`src/rtl/sck_wait_pkg.sv`:
```
package sck_wait_pkg;
  localparam int WORD_W = 8;
  localparam int CNT_MAX = WORD_W;
  localparam int CNT_W = $clog2(CNT_MAX + 1);

  typedef enum logic [1:0] {
    WRQ_NONE  = 2'b00,
    WRQ_AT8   = 2'b01,
    WRQ_AT9   = 2'b10,
    WRQ_BOTH  = 2'b11
  } wrq_e;

  function automatic logic [CNT_W-1:0] cnt_step(input logic [CNT_W-1:0] c);
    return (c == CNT_W'(CNT_MAX)) ? '0 : c + 1'b1;
  endfunction

  function automatic logic wait_hit(input wrq_e q, input logic [CNT_W-1:0] c_new,
                                    input logic wrapped);
    logic hit8;
    hit8 = (c_new == CNT_W'(CNT_MAX));
    case (q)
      WRQ_AT8:  return hit8;
      WRQ_AT9:  return wrapped;
      WRQ_BOTH: return hit8 | wrapped;
      default:  return 1'b0;
    endcase
  endfunction
endpackage

```
`src/rtl/sck_div.sv`:
```
module sck_div #(
  parameter int DIV_W = 4
) (
  input  logic             clk,
  input  logic             rst_n,
  input  logic             run,
  input  logic [DIV_W-1:0] half_div,
  output logic             sck,
  output logic             fall_ev,
  output logic             rise_ev
);
  logic [DIV_W-1:0] dcnt;
  logic             tick;

  assign tick    = run && (dcnt == half_div);
  assign fall_ev = tick & sck;
  assign rise_ev = tick & ~sck;

  always_ff @(posedge clk or negedge rst_n) begin
    if (!rst_n) begin
      sck  <= 1'b1;
      dcnt <= '0;
    end else if (!run) begin
      sck  <= 1'b1;
      dcnt <= '0;
    end else if (tick) begin
      sck  <= ~sck;
      dcnt <= '0;
    end else begin
      dcnt <= dcnt + 1'b1;
    end
  end
endmodule

```
`src/rtl/bit_cnt.sv`:
```
module bit_cnt
  import sck_wait_pkg::*;
(
  input  logic             clk,
  input  logic             rst_n,
  input  logic             clear,
  input  logic             step,
  output logic [CNT_W-1:0] cnt,
  output logic [CNT_W-1:0] cnt_nxt,
  output logic             wrapped
);
  assign cnt_nxt = cnt_step(cnt);
  assign wrapped = (cnt == CNT_W'(CNT_MAX));

  always_ff @(posedge clk or negedge rst_n) begin
    if (!rst_n)     cnt <= '0;
    else if (clear) cnt <= '0;
    else if (step)  cnt <= cnt_nxt;
  end
endmodule

```
`src/rtl/shift_reg.sv`:
```
module shift_reg
  import sck_wait_pkg::*;
(
  input  logic              clk,
  input  logic              rst_n,
  input  logic              load,
  input  logic [WORD_W-1:0] load_val,
  input  logic              out_ev,
  input  logic              in_ev,
  input  logic              si,
  output logic              so,
  output logic [WORD_W-1:0] sr
);
  always_ff @(posedge clk or negedge rst_n) begin
    if (!rst_n) begin
      sr <= '0;
      so <= 1'b1;
    end else begin
      if (load)       sr <= load_val;
      else if (in_ev) sr <= {sr[WORD_W-2:0], si};
      if (out_ev)     so <= sr[WORD_W-1];
    end
  end
endmodule

```
`src/rtl/sck_wait_ctrl.sv`:
```
module sck_wait_ctrl
  import sck_wait_pkg::*;
#(
  parameter int DIV_W = 4
) (
  input  logic              clk,
  input  logic              rst_n,
  input  logic              wr_en,
  input  logic              wr_addr,
  input  logic [WORD_W-1:0] wr_data,
  input  logic              clk_stop,
  input  logic              mode_i2c,
  input  logic [DIV_W-1:0]  half_div,
  input  logic              si_i,
  output logic              sck_o,
  output logic              so_o,
  output logic              done_o,
  output logic [CNT_W-1:0]  cnt_o,
  output logic [WORD_W-1:0] shreg_o
);
  logic       ctrl_wr, data_wr, force_wr, cnt_clr;
  logic       waiting, run, fall_ev, rise_ev, wrapped, auto_hit;
  wrq_e       wrq_q;
  logic [CNT_W-1:0] cnt_nxt;

  assign ctrl_wr  = wr_en & ~wr_addr;
  assign data_wr  = wr_en & wr_addr;
  assign force_wr = ctrl_wr & ~wr_data[0];
  assign cnt_clr  = ctrl_wr | clk_stop | mode_i2c;
  assign run      = ~waiting & ~force_wr;
  assign auto_hit = rise_ev & ~ctrl_wr & wait_hit(wrq_q, cnt_nxt, wrapped);

  sck_div #(.DIV_W(DIV_W)) u_div (
    .clk(clk), .rst_n(rst_n), .run(run), .half_div(half_div),
    .sck(sck_o), .fall_ev(fall_ev), .rise_ev(rise_ev)
  );

  bit_cnt u_cnt (
    .clk(clk), .rst_n(rst_n), .clear(cnt_clr), .step(rise_ev),
    .cnt(cnt_o), .cnt_nxt(cnt_nxt), .wrapped(wrapped)
  );

  shift_reg u_sr (
    .clk(clk), .rst_n(rst_n), .load(data_wr), .load_val(wr_data),
    .out_ev(fall_ev), .in_ev(rise_ev), .si(si_i), .so(so_o), .sr(shreg_o)
  );

  always_ff @(posedge clk or negedge rst_n) begin
    if (!rst_n) begin
      waiting <= 1'b1;
      wrq_q   <= WRQ_NONE;
      done_o  <= 1'b0;
    end else begin
      done_o <= auto_hit;
      if (ctrl_wr) begin
        waiting <= ~wr_data[0];
        wrq_q   <= wrq_e'(wr_data[2:1]);
      end else if (auto_hit) begin
        waiting <= 1'b1;
      end
    end
  end
endmodule

```
`config.mk`:
```
export PLATFORM = sky130hd
export DESIGN_NAME = sck_wait_ctrl
export DESIGN_NICKNAME = d
export VERILOG_FILES = /design/src/rtl/sck_wait_pkg.sv /design/src/rtl/sck_div.sv /design/src/rtl/bit_cnt.sv /design/src/rtl/shift_reg.sv /design/src/rtl/sck_wait_ctrl.sv
export SDC_FILE = /design/constraint.sdc
export NUM_CORES = 1
export LEC_CHECK = 0
export ABC_AREA = 1
export BUFFER_PORTS_ARGS = -buffer_cell sky130_fd_sc_hd__buf_4
export CAP_MARGIN = 10
export CORE_MARGIN = 2
export CORE_UTILIZATION = 50
export DETAILED_ROUTE_END_ITERATION = 6
export PLACE_DENSITY = 0.74
export SLEW_MARGIN = 0
export SYNTH_ARGS = -nofsm -noshare
export SYNTH_HDL_FRONTEND = slang
export SYNTH_HIERARCHICAL = 1
export SYNTH_SLANG_ARGS = --single-unit
export TNS_END_PERCENT = 5
```
`constraint.sdc`:
```
create_clock -name clk -period 1.8 [get_ports clk]
set_input_delay 0.09 -clock clk [delete_from_list [all_inputs] [get_ports clk]]
set_output_delay 0.09 -clock clk [all_outputs]
set_load 0.03 [all_outputs]
```
Yosys cells after proc, flatten, opt, wreduce, memory -nomap -nowiden:

Index checks and enable logic that the tools add are counted.

* add/subtract/negate cells: 2
* equality and inequality tests: 7
* muxes and demuxes: 12
* bitwise logic cells: 17
* reduce and logical (&&, ||, !) cells: 4

Operator list (number)
* 4-bit 2-to-1 mux: 5
* 8-bit 2-to-1 mux: 2
* 4-bit by 1-bit adder with 4-bit output, second input constant: 2
* 1-bit AND: 8
* 4-bit equality test, second input constant: 2
* 1-bit NOT: 6
* 2-bit nonzero test: 3
* 2-bit equality test, second input constant: 2
* 4-bit equality test: 1
* 1-bit 2-to-1 mux: 4
* 1-bit OR: 3
* 1-bit one-hot mux with 3 select lines: 1
* 2-bit by 1-bit equality test with 1-bit output, second input constant: 1
* 2-bit inequality test, second input constant: 1
* 1-bit logical AND: 1

* register bits after elaboration: 22
* input bits: 19

Longest topological paths before layout:

* depth in word-level cells: 11
* gate-level depth with buffers: 11

Modules after synthesis:

Netlist, hierarchy kept.

Modules (own cells, without submodules)
* shift_reg: times used 1, cells an instance 48, area each 421.7 um^2, seq. area each 226.5 um^2
* sck_div: times used 1, cells an instance 46, area each 320.3 um^2, seq. area each 126.4 um^2
* bit_cnt: times used 1, cells an instance 37, area each 261.5 um^2, seq. area each 100.1 um^2
* sck_wait_ctrl: times used 1, cells an instance 35, area each 234.0 um^2, seq. area each 101.3 um^2

Worst setup path before layout:

OpenSTA, ideal clock, no wires.

* kind: reg2reg
* from: register u_cnt.cnt[0]
* to: register done_o
* setup time: 114 ps
* arrival: 1367 ps
* setup slack: 318 ps
* stages on the path, launching flop included: 11
* period minus slack after synthesis: 1482 ps
* path through: dfrtp_1 inv_1 ha_1 nand3_2 inv_1 a21oi_1 inv_1 nand3_1 nand2_1 nand2_1 inv_1

* word-level cells in the longest chain between the ends: 6

Ends and longest elaborated chain
* start: declaration: RTL line bit_cnt.sv:8 `output logic [CNT_W-1:0] cnt,`
* start signal: assignment: RTL line bit_cnt.sv:18 `else if (step) cnt <= cnt_nxt;`
* 4-bit equality test *: RTL line bit_cnt.sv:13 `assign wrapped = (cnt == CNT_W'(CNT_MAX));`
* named net wrapped: RTL line sck_wait_ctrl.sv:22 `logic waiting, run, fall_ev, rise_ev, wrapped, auto_hit;`
* 4-bit 2-to-1 mux *: RTL line sck_wait_pkg.sv:14 `return (c == CNT_W'(CNT_MAX)) ? '0 : c + 1'b1;`
* named net cnt_nxt[2]: RTL line sck_wait_ctrl.sv:24 `logic [CNT_W-1:0] cnt_nxt;`
* 4-bit equality test *: RTL line sck_wait_pkg.sv:20 `hit8 = (c_new == CNT_W'(CNT_MAX));`
* 1-bit OR: RTL line sck_wait_pkg.sv:24 `WRQ_BOTH: return hit8 | wrapped;`
* 1-bit one-hot mux with 3 select lines *: RTL line sck_wait_pkg.sv:21 `case (q)`
* 1-bit AND *: RTL line sck_wait_ctrl.sv:31 `assign auto_hit = rise_ev & ~ctrl_wr & wait_hit(wrq_q, cnt_nxt, wrapped);`
* named net auto_hit: RTL line sck_wait_ctrl.sv:22
* end signal: assignment: RTL line sck_wait_ctrl.sv:54 `done_o <= auto_hit;`
* end: declaration: RTL line sck_wait_ctrl.sv:17 `output logic done_o,`

The timed path passes the listed nets; every way through them passes the cells marked *.
A chain may end at the register's enable or synchronous reset.

Worst setup path in the final report:

* from: register u_div.dcnt[2]
* to: register u_cnt.cnt[0]

* word-level cells in the longest chain between the ends: 4

Ends and longest elaborated chain
* start: declaration: RTL line sck_div.sv:12 `logic [DIV_W-1:0] dcnt;`
* start signal: assignment: RTL line sck_div.sv:30 `dcnt <= dcnt + 1'b1;`
* 4-bit equality test: RTL line sck_div.sv:15 `assign tick = run && (dcnt == half_div);`
* 1-bit logical AND: RTL line sck_div.sv:15
* 1-bit AND: RTL line sck_div.sv:17 `assign rise_ev = tick & ~sck;`
* named net rise_ev: RTL line sck_wait_ctrl.sv:22
* 2-bit nonzero test (no source line)

The timed path passes the listed nets, and every way through them passes these cells.

==> flow_summary.yaml <==
yosys:
  synth_area_leaders: "dfrtp_1 (38%), nand2_1 (17%), nand3_1 (9.3%)"
  syn_inst: 166
  ys_dominant_reg_cell: "dfrtp_1"
  ys_ff_latch: 22
  syn_area_per_cell_um2: 7.45
  syn_nets: 188
  synth_warnings: 6
  synth_fa_ha_area_share_pct: 3.03
  synth_area_um2: 1240
  synth-edff-count: 0
  netlist-cell-type-count: 23
  synth.top_cell.area_share_pct: 38.4
  yosysTopAreaCell: "dfrtp_1"
  synth_xor_area_share_pct: 1.42
  yosysMostFrequentCell: "nand2_1"
  synth_compound_area_share_pct: 2.73
  synth_mux_area_share_pct: 0
  ys_seq_area_share_pct: 44.8
  synthTopCellsByCount: "nand2_1 (56), inv_1 (25), nand3_1 (23), dfrtp_1 (19), nor2_1 (11)"
  synth_top_family_by_area: "simple AND/OR/NAND/NOR gates"
  synth-simple-area-share_pct: 37.4
  synthArstFlopShare_pct: 100
run:
  cap_violations: 0
drt:
  ant_nets: 0
  drt-initial-drc-count: 18
  wl_mm: 2.50
  top_layer_used: "met4"
  avgViaCountPerCell: 4.89
  routedWlPerCell_um: 10.4
  wl_met1_mm: 1.10
  wl_met2_mm: 1.27
  routed-wl-met3_um: 106
  drcViolationCount: 0
  firstDrtPassIters: 4
  vias: 1174
sta:
  setup_slack_ns: 0.241
  fmax_ghz: 0.641
  period_share_pct: 86.6
  tightest_slew_ns: 0.427
  min_period_ns: 1.56
  final.setup_skew_ns: 0.00362
  max-slew-margin-rel_pct: 71.5
  rsz0062_at_grt: "no"
  slew_viol_final: 0
  fin_hold_ws_ns: 0.0253
  setup_viol: 0
  finalSetupTns_ns: 0
  hold_violations: 0
worst_setup_path:
  worstPathArrival_ns: 1.77
  slowest_stage: "dfrtp_1"
  cp-start-kind: "flip-flop"
  cpMostUsedCell: "nand2_1"
  end_kind: "flip-flop"
  cp_max_fo: 4
  path_cells: "nand2_1 > nand2_1 > nor2_2 > nand3_1 > nor2_1 > inv_1 > nor2_1 > nand2_1 > o21ai_0"
  critPathMaxStageDelay_ns: 0.46
  worstSetupPathType: "reg2reg"
  cp.required_ns: 2.01
placed_design:
  gp_congestion: 0.765
  post-place-ws_ns: 0.265
  dp_hpwl_mm: 1.93
  port_buffers: 33
  place_area_um2: 1510
finish:
  layout.nets: 233
  final_area_um2: 1630
  drive_above_1_share_pct: 26.7
  diodes: 0
  area_delta_synth_final_pct: 31.5
floorplan:
  die_y_um: 53.8
  ioPinCount: 34
  core_area_um2: 2410
  die_w_um: 53.8
  rows: 18
  start_util_pct: 51.3
  die-area_um2: 2890
power_and_ir_drop:
  ir_worst_vdd_mv: 0.542
  leakage_nw: 0.895
  p_per_area_nw_per_um2: 812
global_route:
  grt_overflow_total: 0
  grt_use_total_pct: 18.1
  grt_antenna_before_repair: 0
  grt_pass1_vias: 953
  grt_max_degree: 23
  grt_pass1_wl_mm: 3.77
clock_network:
  cts.clk_slew.worst_paths_ns: 0.12
  insertion_delay_ns: 0.30
  cts.path.max_buffers: 2
  cts_resized: 0
  htree_num_levels: 1
  tritoncts: "yes"
  root_buffer: "clkbuf_4"
  numCtsBuffers: 3
  post_cts_buffers: 0
  cts.sinks: 22
outcome:
  status: "complete, no violations"
worst_hold_path:
  hold_path_class: "in2reg"
final timing paths:
kind / depth (start not counted) / to / startpoint / slack (ns)
setup / recovery: 9 / u_cnt/cnt[0]$_DFFE_PN0P_ / u_div/dcnt[2]$_DFF_PN0_ / 0.24
hold / removal: 3 / u_sr/sr[0]$_DFFE_PN0P_ / si_i / 0.03
setup reg to reg: 9 / u_cnt/cnt[0]$_DFFE_PN0P_ / u_div/dcnt[2]$_DFF_PN0_ / 0.24
hold reg to reg: 2 / u_sr/so$_DFFE_PN1P_ / u_sr/so$_DFFE_PN1P_ / 0.49
max in group asynchronous: 2 / waiting$_DFFE_PN1P_ / rst_n / 1.33
min in group asynchronous: 2 / u_cnt/cnt[3]$_DFFE_PN0P_ / rst_n / 0.20
worst max-delay path, delay by kind of cell, from the launching register on:
kind	cells	cell delay [ns]
compound gates	1	0.09
buf+inv	1	0.09
flops	1	0.46
simple gates	7	0.84
power by group:
group	total (mW)	internal, mW	switching [mW]
Clock	0.267	0.123	0.144
Combinational	0.411	0.167	0.245
Sequential	0.643	0.581	0.0615
registers in the layout (all words and copies together) (netlist names):
register,count
done_o,1
u_cnt/cnt,4
u_div/dcnt,4
u_div/sck,1
u_sr/so,1
u_sr/sr,8
waiting,1
wrq_q,2
stage by stage:
step / utilization [%] / power (mW) / cells
2_1_floorplan: - / 0.896 / 166
3_3_place_gp: 62.7 / 1.04 / 228
3_5_place_dp: 62.7 / 1.06 / 228
4_1_cts: 67.5 / 1.34 / 240
5_1_grt: 67.5 / 1.40 / 240
6_report: 67.5 / 1.32 / 240
cells in the final DEF, fill, tap and decap left out:
| master | n |
|---|---|
| dfrtp_1 | 19 |
| ha_1 | 3 |
| o21ai_2 | 1 |
| nor2_1 | 11 |
| clkbuf_8 | 1 |
| nor2_8 | 1 |
| o21ai_1 | 1 |
| nand2_4 | 1 |
| nand3_1 | 23 |
| clkbuf_4 | 3 |
| xor2_1 | 1 |
| o21ai_0 | 3 |
| nor2_2 | 2 |
| a21oi_1 | 1 |
| nand2_1 | 56 |
| dfstp_2 | 3 |
| xnor2_1 | 1 |
| nand3_2 | 1 |
| buf_4 | 34 |
| nand4_1 | 2 |
| inv_1 | 25 |
| nor2_4 | 1 |
| inv_2 | 5 |
| dlygate4sd3_1 | 8 |
| nand2_2 | 3 |
timing repair:
action | in CTS | in global routing
endpoints found under the hold margin | 29 | 0
setup endpoints to repair | 0 | 0
hold buffers | 8 | 0
metal layers:
metal  vias to the layer above  track usage (%)
met4                         0             7.69
met5                         -                0
met3                         2             2.50
met2                        27             31.3
li1                        594                -
met1                       551             22.3
area by class of cell:
| cell class | count | area, um^2 |
|---|---|---|
| Tap cell | 30 | 37.5 |
| Sequential cell | 22 | 554 |
| Timing Repair Buffer | 42 | 335 |
| Fill cell | 213 | 782 |
| Multi-Input combinational cell | 112 | 552 |
| Inverter | 30 | 113 |
| Clock buffer | 4 | 36.3 |
cell families after synthesis:
group	Yosys count
AOI/OAI and AO/OA	6
xor gates and xnor gates	2
adders and majority gates	3
buffers and inverters	32
DFF	22
and+or+nand+nor	101
Note: power is estimated with default switching activity, not from simulation.
